`config.mk`:
```
export PLATFORM = sky130hd
export DESIGN_NAME = ir_rx_capture
export DESIGN_NICKNAME = d
export VERILOG_FILES = /design/src/rtl/ir_rx_pkg.sv /design/src/rtl/ir_rx_sync_edge.sv /design/src/rtl/ir_rx_interval_cnt.sv /design/src/rtl/ir_rx_capture_regs.sv /design/src/rtl/ir_rx_capture.sv
export SDC_FILE = /design/constraint.sdc
export NUM_CORES = 1
export LEC_CHECK = 0
export BUFFER_PORTS_ARGS = -buffer_cell sky130_fd_sc_hd__buf_2
export CELL_PAD_IN_SITES_DETAIL_PLACEMENT = 1
export CELL_PAD_IN_SITES_GLOBAL_PLACEMENT = 1
export CORE_ASPECT_RATIO = 0.7
export CORE_MARGIN = 1
export CORE_UTILIZATION = 40
export CTS_BUF_LIST = sky130_fd_sc_hd__clkbuf_16
export DETAILED_ROUTE_END_ITERATION = 6
export HOLD_SLACK_MARGIN = 0.05
export PLACE_DENSITY_LB_ADDON = 0.1
export SYNTH_ARGS = -nofsm -noshare
export SYNTH_HDL_FRONTEND = slang
export SYNTH_HIERARCHICAL = 1
export SYNTH_SLANG_ARGS = --single-unit
```
`constraint.sdc`:
```
create_clock -name clk -period 1.85 [get_ports clk]
set_input_delay 0.185 -clock clk [delete_from_list [all_inputs] [get_ports clk]]
set_output_delay 0.185 -clock clk [all_outputs]
set_load 0.1 [all_outputs]
```
`src/rtl/ir_rx_pkg.sv`:
```
package ir_rx_pkg;
  localparam int unsigned CNT_W = 16;
  typedef logic [CNT_W-1:0] cnt_t;
  // edge selection bits
  localparam int unsigned SEL_FALL_BIT = 0;
  localparam int unsigned SEL_RISE_BIT = 1;
endpackage

```
`src/rtl/ir_rx_sync_edge.sv`:
```
module ir_rx_sync_edge #(
  parameter int unsigned STAGES = 2
) (
  input  logic clk,
  input  logic rst_n,
  input  logic din,
  output logic level,
  output logic rise,
  output logic fall
);
  logic [STAGES-1:0] sync_q, sync_d;
  logic              prev_q, prev_d;

  generate
    for (genvar i = 0; i < STAGES; i++) begin : g_stage
      if (i == 0) begin : g_first
        assign sync_d[i] = din;
      end else begin : g_next
        assign sync_d[i] = sync_q[i-1];
      end
    end
  endgenerate

  assign prev_d = sync_q[STAGES-1];

  always_ff @(posedge clk or negedge rst_n) begin
    if (!rst_n) begin
      sync_q <= '0;
      prev_q <= 1'b0;
    end else begin
      sync_q <= sync_d;
      prev_q <= prev_d;
    end
  end

  assign level = sync_q[STAGES-1];
  assign rise  = level & ~prev_q;
  assign fall  = ~level & prev_q;
endmodule

```
`src/rtl/ir_rx_interval_cnt.sv`:
```
module ir_rx_interval_cnt
  import ir_rx_pkg::*;
(
  input  logic clk,
  input  logic rst_n,
  input  logic active,
  input  logic evt,
  input  logic tick,
  output cnt_t cnt,
  output logic armed
);
  localparam cnt_t CNT_MAX = '1;

  cnt_t cnt_q, cnt_d;
  logic armed_q, armed_d;

  always_comb begin
    cnt_d   = cnt_q;
    armed_d = armed_q;
    if (!active) begin
      cnt_d   = '0;
      armed_d = 1'b0;
    end else if (evt) begin
      cnt_d   = '0;
      armed_d = 1'b1;
    end else if (armed_q && tick && (cnt_q != CNT_MAX)) begin
      cnt_d   = cnt_q + 1'b1;
    end
  end

  always_ff @(posedge clk or negedge rst_n) begin
    if (!rst_n) begin
      cnt_q   <= '0;
      armed_q <= 1'b0;
    end else begin
      cnt_q   <= cnt_d;
      armed_q <= armed_d;
    end
  end

  assign cnt   = cnt_q;
  assign armed = armed_q;
endmodule

```
`src/rtl/ir_rx_capture_regs.sv`:
```
module ir_rx_capture_regs
  import ir_rx_pkg::*;
(
  input  logic clk,
  input  logic rst_n,
  input  logic capture,
  input  cnt_t cnt,
  input  logic level,
  input  logic flag_clr,
  output cnt_t cap_q,
  output logic lvl_q,
  output logic flag_q
);
  cnt_t cap_d;
  logic lvl_d, flag_d, cap_en;

  assign cap_en = capture;

  always_comb begin
    cap_d  = cap_q;
    lvl_d  = lvl_q;
    flag_d = flag_q & ~flag_clr;
    if (cap_en) begin
      cap_d  = cnt;
      lvl_d  = level;
      flag_d = 1'b1;
    end
  end

  always_ff @(posedge clk or negedge rst_n) begin
    if (!rst_n) begin
      cap_q  <= '0;
      lvl_q  <= 1'b0;
      flag_q <= 1'b0;
    end else begin
      cap_q  <= cap_d;
      lvl_q  <= lvl_d;
      flag_q <= flag_d;
    end
  end
endmodule

```
`src/rtl/ir_rx_capture.sv`:
```
module ir_rx_capture
  import ir_rx_pkg::*;
#(
  parameter int unsigned SYNC_STAGES = 2
) (
  input  logic        clk,
  input  logic        rst_n,
  input  logic        cfg_en,
  input  logic        cfg_tx_mode,
  input  logic [1:0]  cfg_edge_sel,
  input  logic        cfg_fine_clk,
  input  logic        cfg_irq_en,
  input  logic        carrier_tick,
  input  logic        base_tick,
  input  logic        rx_in,
  input  logic        flag_clr,
  output logic [15:0] cap_count,
  output logic        rx_level,
  output logic        cap_flag,
  output logic        irq
);
  logic rx_lvl, rx_rise, rx_fall;
  logic active, qual_evt, sel_tick, armed_w, capture;
  cnt_t cnt_w, cap_w;
  logic lvl_w, flag_w;

  ir_rx_sync_edge #(.STAGES(SYNC_STAGES)) u_sync (
    .clk   (clk),
    .rst_n (rst_n),
    .din   (rx_in),
    .level (rx_lvl),
    .rise  (rx_rise),
    .fall  (rx_fall)
  );

  assign active   = cfg_en & ~cfg_tx_mode;
  assign qual_evt = active & ((cfg_edge_sel[SEL_FALL_BIT] & rx_fall) |
                              (cfg_edge_sel[SEL_RISE_BIT] & rx_rise));
  assign sel_tick = cfg_fine_clk ? base_tick : carrier_tick;

  ir_rx_interval_cnt u_cnt (
    .clk    (clk),
    .rst_n  (rst_n),
    .active (active),
    .evt    (qual_evt),
    .tick   (sel_tick),
    .cnt    (cnt_w),
    .armed  (armed_w)
  );

  assign capture = qual_evt & armed_w;

  ir_rx_capture_regs u_cap (
    .clk      (clk),
    .rst_n    (rst_n),
    .capture  (capture),
    .cnt      (cnt_w),
    .level    (rx_lvl),
    .flag_clr (flag_clr),
    .cap_q    (cap_w),
    .lvl_q    (lvl_w),
    .flag_q   (flag_w)
  );

  assign cap_count = cap_w;
  assign rx_level  = lvl_w;
  assign cap_flag  = flag_w;
  assign irq       = flag_w & cfg_irq_en;
endmodule

```
======== Word-level counts from Yosys, hierarchy flattened ========
Cells that the tools add are included.
Widths: inputs -> output; s select.
storage, ports and cells
  output and inout bits ................... 19
  register bits after elaboration ......... 38
  logic and storage cells ................. 34
  input bits .............................. 12
cells by class
  reduce and logical (&&, ||, !) cells .... 2
  muxes and demuxes ....................... 7
  equality and inequality tests ........... 3
  $add $sub $neg .......................... 1
  bitwise gates (word level) .............. 14
operator list
  operator               number
  $mux 16                3
  $add 16x1->16 const B  1
  $ne 16x16->1 const B   1
  $and 1x1->1            9
  $mux 1                 4
  $not 1->1              4
  $ne 3x1->1 const B     1
  $logic_and 1x1->1      2
  $ne 2x1->1 const B     1
  $or 1x1->1             1

======== Depth between registers and ports, before layout ========
Gate-level depths: netlist (run 1).
  word-level depth ........................ 7
  gate-level depth with buffers ........... 7
  gate-level depth less buffers ........... 6

======== Modules after synthesis ========
Netlist (run 1), hierarchy kept.
by module, submodules not included
  module              area each (µm²)  cells each  instances  seq. area each (µm²)
  ir_rx_interval_cnt  1002.2           97          1          425.4
  ir_rx_capture_regs  719.4            39          1          450.4
  ir_rx_sync_edge     90.1             5           1          75.1
  ir_rx_capture       53.8             6           1          0.0

======== Worst setup path after synthesis (run 1) ========
No wires, ideal clock.
  path type ............................... register to output
  start ................................... register u_cap.flag_q
  end ..................................... output port irq
  slack ................................... -112 ps
  data required time ...................... 1665 ps
  buffers on the path ..................... 0
  stages on the path, launching flop included .. 2
  arrival time ............................ 1777 ps
  path through ............................ dfrtp_1 -> and2_1
on the way
  longest elaborated chain between the ends .. 1
ends and longest elaborated chain
  item                      line                      text
  start: declaration        ir_rx_capture_regs.sv:12  output logic flag_q
  start signal: assignment  ir_rx_capture_regs.sv:38  flag_q <= flag_d;
  $and 1x1->1               ir_rx_capture.sv:68       assign irq = flag_w & cfg_irq_en;
  end: declaration          ir_rx_capture.sv:20       output logic irq
Every way passes these cells.

======== Final worst setup path (run 1) ========
  start ................................... register u_cnt.cnt_q[0], in the netlist u_cnt/cnt[0]
  end ..................................... register u_cnt.cnt_q[11], in the netlist u_cnt/cnt[11]
on the way
  longest elaborated chain between the ends .. 4
  elaborated cells between the ends (all ways) .. 7
  those cells by class .................... 1 x add/sub; 2 x eq/ne; 3 x mux; 1 x reduce/logical
ends and longest elaborated chain
  item                      line                      text
  start: declaration        ir_rx_interval_cnt.sv:14  cnt_t cnt_q, cnt_d;
  start signal: assignment  ir_rx_interval_cnt.sv:36  cnt_q <= cnt_d;
  $add 16x1->16             ir_rx_interval_cnt.sv:27  cnt_d = cnt_q + 1'b1;
  $mux 16                   ir_rx_interval_cnt.sv:26  end else if (armed_q && tick && (cnt_q != CNT_MAX)) begin
  $mux 16                   ir_rx_interval_cnt.sv:23  end else if (evt) begin
  $mux 16                   ir_rx_interval_cnt.sv:20  if (!active) begin
Several ways; a longest one is shown, not always the timed one. The select of a mux whose other input is x is not followed.
A chain may end at the register's enable or synchronous reset.

==> run summary, run 1 <==
====================================================================================================
Run status                                                                              complete, no violations
Maximum root-to-sink buffer count                                                                  2
List of most frequent post-synthesis cells                                              dfrtp_1, nor2_1, xnor2_1, mux2_2, mux2_4
# clock sinks                                                                                     38
Met3 Use GR                                                                                  0.04875
Total iterations of the first detailed-routing run                                                 4
Vias after detailed routing                                                                    1,274
Utilization after layout                                                                      0.5193
Minimum clock period after layout                                                            1768 ps
Total Die Area                                                                          0.004945 mm2
Busiest layer in global routing                                                                 met2
Fin Clk Skew                                                                                3.724 ps
Met1 track demand over resource                                                               0.2378
Final WL                                                                                     3879 um
Crit Path Max Fanout                                                                              13
Most common cell type on the critical path                                                    and3_4
Share of final-layout standard cells stronger than drive strength 1                           0.4323
Via/cell ratio                                                                                 5.158
Critical path startpoint category                                                               flop
Width of the die                                                                            83.63 um
Most repeated cell in the gate-level netlist after synthesis                                 dfrtp_1
Leakage                                                                                     1.088 nW
WP data required                                                                             2010 ps
Clock tree root buffer cell                                                                clkbuf_16
Area fraction of the dominant cell type after synthesis                                       0.5097
Max-slew headroom at the worst pin                                                            0.6826
Fraction of synthesis flops using an asynchronous set or reset pin                             1.000
Cell variety after synth                                                                          37
Remaining global-route overflow                                                                    0
Pin count of the biggest net entering global routing                                              39
Timing-limited maximum frequency                                                          0.5655 GHz
Number of max-capacitance violations reported                                                      0
Period utilization                                                                            0.9559
Clock tree from TritonCTS                                                                       done
Htree depth                                                                                        2
Setup repair after global routing missed its margin                                              yes
Clock buffer count from CTS                                                                        5
IO Count                                                                                          31
Rows                                                                                              20
Net total in the final layout                                                                    204
Antenna diodes                                                                                     0
Min-delay worst type                                                                       in -> reg
Buffers & Inverters on Critical Path                                                               0
Portion of the post-synthesis area used by sequential elements                                0.5097
Cell-by-cell trace of the critical path                                                 ha_1, and3_4, and3_4, nor4_1, xnor2_1, nor2_1
Clock-pin slew reported for the worst setup and hold paths after clock tree synthesis          50 ps
Standard cell with the maximum stage delay on the critical path                               nor4_1
FILL cells                                                                                       462
Number of DRC violations after detailed-routing iteration 0                                       39
Global-route wire length before repair                                                       6824 um
Worst endpoint data arrival time                                                             1930 ps
Slowest cell delay on critical path                                                           390 ps
Area of the mapped netlist                                                              0.001866 mm2
M2 GR Usage                                                                                   0.2938
Area added between synthesis and finish                                                       22.60%
Total global-route track usage                                                                0.1802
Number of global-route vias before repair                                                      1,346
Starting Density                                                                              0.4236
Endpoint type of the worst setup path                                                           flop
Power per unit of standard cell area                                                    737.7 mW/mm2
Source-to-sink clock delay at the later pin of the worst-skew pair                            270 ps
Port buffer count                                                                                 30
Area contributors post-synth                                                            dfrtp_1, mux2_4, xnor2_1, mux2_2, nor2_1
Smallest hold slack                                                                         170.9 ps
Count of yosys warnings during synthesis                                                           6
Synthesized netlist net count                                                                    160
Number of max-slew violations in the final report                                                  0
Cell type contributing the most total cell area after synthesis                              dfrtp_1
Critical path start-end classification                                                    reg -> reg
Final GP Congestion                                                                           0.7709
Number of instances in the synthesized netlist                                                   147
Slew at the pin closest to its max-slew limit                                               476.2 ps
Detail Placement HPWL                                                                        2781 um
Overall die height                                                                          59.14 um
DR WL/cell                                                                                  15.70 um
Max VDD drop                                                                               0.5070 mV
Antenna viol nets, final                                                                           0
Endpoints failing hold                                                                             0
DR DRC count                                                                                       0
Number of synthesized flops with an enable pin                                                     0
Post-synthesis average cell area                                                           12.69 um2
Post-synth top flop                                                                          dfrtp_1
Floorplan core area                                                                     0.004404 mm2
Flip-flop and latch count after synthesis                                                         38
Kind of cell adding the most delay to the critical path                                 simple AND/OR/NAND/NOR gates
Initial antenna violation count                                                                    0
Final-report setup violation count                                                                 0
====================================================================================================
## per-layer routing
layer  up-vias  routed length (um)
met3         5                 127
met4         0                  25
met5         -                   0
met1       649                1887
li1        599                   -
met2        21                1837
## metrics by stage
stage	TNS, ps	total power (W)	setup WS, ps	instance area [um2]	cells
after floorplan	0	0.0008781	47.31	1867	147
after global placement	0	0.0009137	132.4	2115	237
after detailed placement	0	0.0009175	98.68	2115	237
after CTS	0	0.001719	53.57	2272	247
after global routing	-2.913	0.001765	-2.913	2287	247
final	0	0.001687	81.57	2287	247
## worst reg2reg max path, cell delays in order (launching register included)
cell,delay (ps)
dfrtp_1,370
ha_1,210
and3_4,210
and3_4,250
nor4_1,390
xnor2_1,170
nor2_1,50
## report_power, final
group | total [W] | internal [W] | leakage (nW) | switching (W)
Combinational | 0.0000640 | 0.0000243 | 0.492 | 0.0000396
Clock | 0.000784 | 0.000486 | 0.0724 | 0.000298
Sequential | 0.000839 | 0.000836 | 0.524 | 0.00000291
## logic make-up after synthesis
family                     after synthesis  synth area share
DFF                                     38            0.5097
buffers and inverters                   10           0.03890
xor gates and xnor gates                14           0.06573
muxes                                   20            0.1382
adders and majority gates                1          0.006706
and+or+nand+nor                         52            0.1737
AOI/OAI and AO/OA                       12           0.06707
## state kept, by name (all words and copies together), names as in the netlist
signal and count:
u_cap/cap_q 16, u_cap/flag_q 1, u_cap/lvl_q 1, u_cnt/armed 1
u_cnt/cnt 16, u_sync/prev_q 1, u_sync/sync_q 2
## worst paths after layout
| check | startpoint | to | slack, ps | cells after the start |
|---|---|---|---|---|
| max | u_cnt/cnt[0] | u_cnt/cnt[11] | 80 | 6 |
| min | cfg_tx_mode | u_cnt/armed | 170 | 3 |
| max reg2reg | u_cnt/cnt[0] | u_cnt/cnt[11] | 80 | 6 |
| min reg2reg | u_sync/sync_q[0] | u_sync/sync_q[1] | 360 | 0 |
| max in group asynchronous | rst_n | u_cnt/cnt[5] | 1020 | 3 |
| min in group asynchronous | rst_n | u_cap/cap_q[12] | 480 | 3 |
## final cells by class
cell class,instances,area (um2),area share
clock buffers,5,125.1,0.05470
repair buffers,44,260.3,0.1138
inverters,3,11.26,0.004923
multi-input cells,99,858.3,0.3753
flip-flops and latches,38,950.9,0.4158
clock inverters,3,12.51,0.005470
well taps,55,68.82,0.03009
## repair_timing
action,in CTS,in global routing
endpoints found under the setup margin,0,3
buffers inserted,0,0
resized for setup,0,3
hold buffers,2,0
hold endpoints to repair,39,0
## layout by cell type, fill, tap and decap left out, types with 2 or more instances in the layout
cell           count
mux2_2            10
a21oi_1            5
xnor2_1           14
nand2_1            7
mux2_4             9
dlygate4sd3_1      2
buf_4             12
and3_4             2
dfrtp_1           38
nand3_1            4
nand4_1            3
nor2b_1            2
nor2_1            17
inv_1              4
a2111oi_4          2
nor4_1             2
buf_2             30
nand4_4            2
clkbuf_16          5
No activity file was read; power rests on OpenSTA's default activity.
==> inputs of run 2 (changes only) <==
==> constraint.sdc (replaced) <==
create_clock -name clk -period 1.6 [get_ports clk]
set_input_delay 0.16 -clock clk [delete_from_list [all_inputs] [get_ports clk]]
set_output_delay 0.16 -clock clk [all_outputs]
set_load 0.1 [all_outputs]
==> run summary, run 2 (synthesis results as in run 1) <==
====================================================================================================
Total iterations of the first detailed-routing run                                                 4
Minimum clock period after layout                                                            1705 ps
Clock buffer count from CTS                                                                        5
Endpoint type of the worst setup path                                                           flop
Minimum setup slack after placement                                                        -119.6 ps
Reg-to-Reg End                                                                          u_cnt/cnt[10]
Floorplan core area                                                                     0.004404 mm2
Violated checks                                                                         negative setup slack
Final GP Congestion                                                                           0.7965
Antenna diodes                                                                                     0
Max-slew headroom at the worst pin                                                            0.6782
Slowest cell delay on critical path                                                           390 ps
Worst R2R Setup Slack                                                                        -110 ps
Most common cell type on the critical path                                                    and3_4
Crit Path Max Fanout                                                                               7
Worst endpoint data arrival time                                                             1870 ps
Most frequent cells in the layout                                                       dfrtp_1, buf_2, buf_4, nor2_1
DR DRC count                                                                                       0
# clock sinks                                                                                     38
Share of final-layout standard cells stronger than drive strength 1                           0.5701
Maximum root-to-sink buffer count                                                                  2
Htree depth                                                                                        2
Pin count of the biggest net entering global routing                                              39
Final Instance Count excl. Fillers                                                               269
Vias after detailed routing                                                                    1,355
Final WL                                                                                     4645 um
Number of max-slew violations in the final report                                                  0
Leakage                                                                                     1.233 nW
Rows                                                                                              20
Width of the die                                                                            83.63 um
Net total in the final layout                                                                    226
Clock tree from TritonCTS                                                                       done
Antenna viol nets, final                                                                           0
Min-delay worst type                                                                       in -> reg
Critical path startpoint category                                                               flop
FILL cells                                                                                       459
Endpoints failing hold                                                                             0
Final-report setup violation count                                                                17
Timing-limited maximum frequency                                                          0.5864 GHz
Number of max-capacitance violations reported                                                      0
Max VDD drop                                                                               0.6480 mV
Number of instances in the placed design                                                         256
Cell-by-cell trace of the critical path                                                 ha_2, and3_4, and3_4, a21oi_4, nand4_1, mux2_4
Period utilization                                                                             1.066
IO Count                                                                                          31
Smallest hold slack                                                                         148.3 ps
Number of DRC violations after detailed-routing iteration 0                                       43
Most frequent standard cell in the layout excluding fill and tap cells                       dfrtp_1
Fin Clk Skew                                                                                4.283 ps
Worst Setup SP                                                                          u_cnt/cnt[1]
Setup_tns                                                                                  -590.9 ps
Slew at the pin closest to its max-slew limit                                               482.7 ps
Initial antenna violation count                                                                    0
Detail Placement HPWL                                                                        3013 um
WP data required                                                                             1770 ps
Total Die Area                                                                          0.004945 mm2
Overall die height                                                                          59.14 um
Number of global-route vias before repair                                                      1,444
Worst setup path endpoint                                                               u_cnt/cnt[10]
Setup repair after global routing missed its margin                                              yes
Port buffer count                                                                                 30
Critical path start-end classification                                                    reg -> reg
Clock-pin slew reported for the worst setup and hold paths after clock tree synthesis          60 ps
Clock tree root buffer cell                                                                clkbuf_16
Utilization after layout                                                                      0.6006
DR WL/cell                                                                                  17.27 um
Power per unit of standard cell area                                                    748.7 mW/mm2
Remaining global-route overflow                                                                    0
Starting Density                                                                              0.4236
Source-to-sink clock delay at the later pin of the worst-skew pair                            280 ps
R2R Path Start                                                                          u_cnt/cnt[1]
Via/cell ratio                                                                                 5.037
Area added between synthesis and finish                                                       41.78%
Post-route setup slack                                                                     -105.3 ps
Standard cell with the maximum stage delay on the critical path                              dfrtp_1
Run status                                                                              finished, violations left
Total global-route track usage                                                                0.2040
Depth of the worst register-to-register path                                                       6
Global-route wire length before repair                                                       7562 um
====================================================================================================
[run 2: power breakdown]
part	total, W	switching (W)	leakage [nW]	internal [W]
Clock	0.000933	0.000370	0.0724	0.000563
Combinational	0.0000777	0.0000484	0.636	0.0000293
Sequential	0.000970	0.00000278	0.524	0.000967
Total	0.00198	0.000422	1.23	0.00156
[run 2: metrics by stage]
step                      total power, W  cell area, um2
after floorplan                 0.001016            1944
after global placement          0.001057            2340
after detailed placement        0.001061            2340
after CTS                       0.001996            2585
after global routing            0.002055            2645
final                           0.001980            2645
[run 2: critical path, delay by kind of cell (launching register included)]
| family | cells | cell delay, ps |
|---|---|---|
| muxes | 1 | 320 |
| adders and majority gates | 1 | 200 |
| AOI/OAI and AO/OA | 1 | 160 |
| DFF | 1 | 390 |
| and+or+nand+nor | 3 | 530 |
[run 2: worst min path at each step]
stage | slack, ps | cells after the start | start | to
floorplan | -140 | 0 | rst_n | u_cap/cap_q[0]
global placement | 230 | 2 | rst_n | u_cap/cap_q[13]
detailed placement | 250 | 2 | rst_n | u_cap/cap_q[13]
CTS | 150 | 3 | cfg_tx_mode | u_cnt/armed
global route | 150 | 3 | cfg_tx_mode | u_cnt/armed
finish | 150 | 3 | cfg_tx_mode | u_cnt/armed
[run 2: routing by layer]
| metal | wire length, um | up-vias | GRT usage |
|---|---|---|---|
| li1 | - | 643 | - |
| met3 | 129 | 7 | 0.04596 |
| met2 | 2282 | 26 | 0.3484 |
| met4 | 59 | 0 | 0.07264 |
| met1 | 2173 | 679 | 0.2604 |
| met5 | 0 | - | 0 |
[run 2: repair_timing]
item,in CTS,in global routing
resized for setup,16,13
setup buffers,1,1
hold endpoints to repair,39,0
endpoints found under the setup margin,20,33
pin swaps,6,13
hold buffers,2,0
gates cloned,1,0
[run 2: cell type report]
class                   instances  area, um2  area share
repair buffers                 66      476.7      0.1802
clock inverters                 3      12.51    0.004730
clock buffers                   5      125.1     0.04730
flip-flops and latches         38      950.9      0.3595
inverters                       3      11.26    0.004257
well taps                      55      68.82     0.02602
multi-input cells              99      999.7      0.3780
==> inputs of run 3 (changes only) <==
==> constraint.sdc (replaced) <==
create_clock -name clk -period 1.6 [get_ports clk]
set_input_delay 0.16 -clock clk [delete_from_list [all_inputs] [get_ports clk]]
set_output_delay 0.16 -clock clk [all_outputs]
set_load 0.005 [all_outputs]
==> run summary, run 3 (synthesis results as in run 1) <==
====================================================================================================
Minimum clock period after layout                                                            1693 ps
DR WL/cell                                                                                  17.14 um
Net total in the final layout                                                                    228
Max VDD drop                                                                               0.5998 mV
Vias after detailed routing                                                                    1,384
Antenna viol nets, final                                                                           0
Final GP Congestion                                                                           0.8028
Via/cell ratio                                                                                 5.107
R2R Path Start                                                                          u_cnt/cnt[1]
Critical path startpoint category                                                               flop
# clock sinks                                                                                     38
Worst endpoint data arrival time                                                             1850 ps
Initial antenna violation count                                                                    0
Violated checks                                                                         negative setup slack
Leakage                                                                                     1.247 nW
Rows                                                                                              20
Period utilization                                                                             1.058
Endpoints failing hold                                                                             0
Overall die height                                                                          59.14 um
Source-to-sink clock delay at the later pin of the worst-skew pair                            280 ps
Min-delay worst type                                                                       in -> reg
Most frequent cells in the layout                                                       dfrtp_1, buf_2, buf_4, nor2_1, mux2_4
Htree depth                                                                                        2
Hold path startpoint                                                                     cfg_tx_mode
Endpoint type of the worst setup path                                                           flop
Total iterations of the first detailed-routing run                                                 4
Clock-pin slew reported for the worst setup and hold paths after clock tree synthesis          60 ps
Utilization after layout                                                                      0.6065
Critical path start-end classification                                                    reg -> reg
Highest layer used for signal routing                                                           met4
Clock tree from TritonCTS                                                                       done
Number of max-capacitance violations reported                                                      0
WP data required                                                                             1760 ps
Worst Setup SP                                                                          u_cnt/cnt[1]
Crit Path Max Fanout                                                                               7
Worst Hold Depth                                                                                   3
Most frequent standard cell in the layout excluding fill and tap cells                       dfrtp_1
Detail Route met2 WL                                                                         2367 um
Met3 wirelength from detailed routing                                                         137 um
Global-route wire length before repair                                                       7500 um
Post-route setup slack                                                                     -93.27 ps
Clock tree root buffer cell                                                                clkbuf_16
Timing-limited maximum frequency                                                          0.5906 GHz
Smallest hold slack                                                                         141.2 ps
Worst setup path endpoint                                                               u_cnt/cnt[10]
Met1 Wirelength                                                                              2092 um
Antenna diodes                                                                                     0
Reg-to-Reg End                                                                          u_cnt/cnt[10]
Setup repair after global routing missed its margin                                              yes
Max-slew headroom at the worst pin                                                            0.7290
Number of DRC violations after detailed-routing iteration 0                                       27
Depth of the worst register-to-register path                                                       6
Clock buffer count from CTS                                                                        5
Floorplan core area                                                                     0.004404 mm2
Starting Density                                                                              0.4236
Remaining global-route overflow                                                                    0
Total global-route track usage                                                                0.2018
Port buffer count                                                                                 30
Run status                                                                              finished, violations left
Worst R2R Setup Slack                                                                         -90 ps
Total Die Area                                                                          0.004945 mm2
Area added between synthesis and finish                                                       43.19%
Design Power                                                                              0.001973 W
Power per unit of standard cell area                                                    738.6 mW/mm2
Number of global-route vias before repair                                                      1,472
Share of final-layout standard cells stronger than drive strength 1                           0.5694
Number of max-slew violations in the final report                                                  0
Pin count of the biggest net entering global routing                                              39
Detail Placement HPWL                                                                        3189 um
Fin Clk Skew                                                                                2.403 ps
IO Count                                                                                          31
Slew at the pin closest to its max-slew limit                                               405.5 ps
Final WL                                                                                     4644 um
Final-report setup violation count                                                                10
Maximum root-to-sink buffer count                                                                  2
DR DRC count                                                                                       0
Width of the die                                                                            83.63 um
====================================================================================================
-- run 3: metal layers --
layer | vias to the layer above | global-route usage
li1 | 648 | -
met1 | 705 | 0.2504
met2 | 25 | 0.3589
met3 | 6 | 0.04457
met4 | 0 | 0.06295
met5 | - | 0
-- run 3: how the worst min path moves through the flow --
| stage | endpoint | slack, ps |
|---|---|---|
| after floorplan | u_cap/cap_q[0] | -140 |
| after global placement | u_cap/cap_q[13] | 140 |
| after detailed placement | u_cap/cap_q[13] | 140 |
| after CTS | u_cnt/armed | 140 |
| after global routing | u_cnt/armed | 150 |
| final | u_cnt/armed | 140 |
-- run 3: layout make-up --
type                            count  area (um2)
Tap cell                           55       68.82
Timing Repair Buffer               68       491.7
Clock inverter                      3       12.51
Clock buffer                        5       125.1
Multi-Input combinational cell     99        1010
Inverter                            3       11.26
Sequential cell                    38       952.2
Fill cell                         455        1733
-- run 3: metrics by stage --
step           cells  setup WS, ps  TNS, ps  instance area, um2
6_report         271        -93.27   -418.9                2671
5_1_grt          271        -138.2    -1746                2671
4_1_cts          269        -75.39   -364.3                2589
3_5_place_dp     256        -95.01   -603.8                2351
3_3_place_gp     256        -31.07   -82.22                2351
2_1_floorplan    147        -100.5   -504.9                1943
-- run 3: repair_timing --
action	4_1_cts	5_1_grt
setup endpoints to repair	17	31
endpoints found under the hold margin	39	0
buffers inserted	3	1
gates cloned	0	1
pin swaps	5	7
hold buffers	2	0
resized for setup	12	18
-- run 3: power by group --
group	switching (W)	total (W)	internal (W)
combinational	0.0000407	0.0000729	0.0000322
clock	0.000368	0.000931	0.000563
sequential	0.00000255	0.000969	0.000967
total	0.000411	0.00197	0.00156
-- run 3: critical path, stage by stage, from the launching register on --
cell     delay (ps)
dfrtp_1         400
ha_2            190
and3_4          170
and3_4          220
a21oi_4         140
nand4_1         130
mux2_4          320
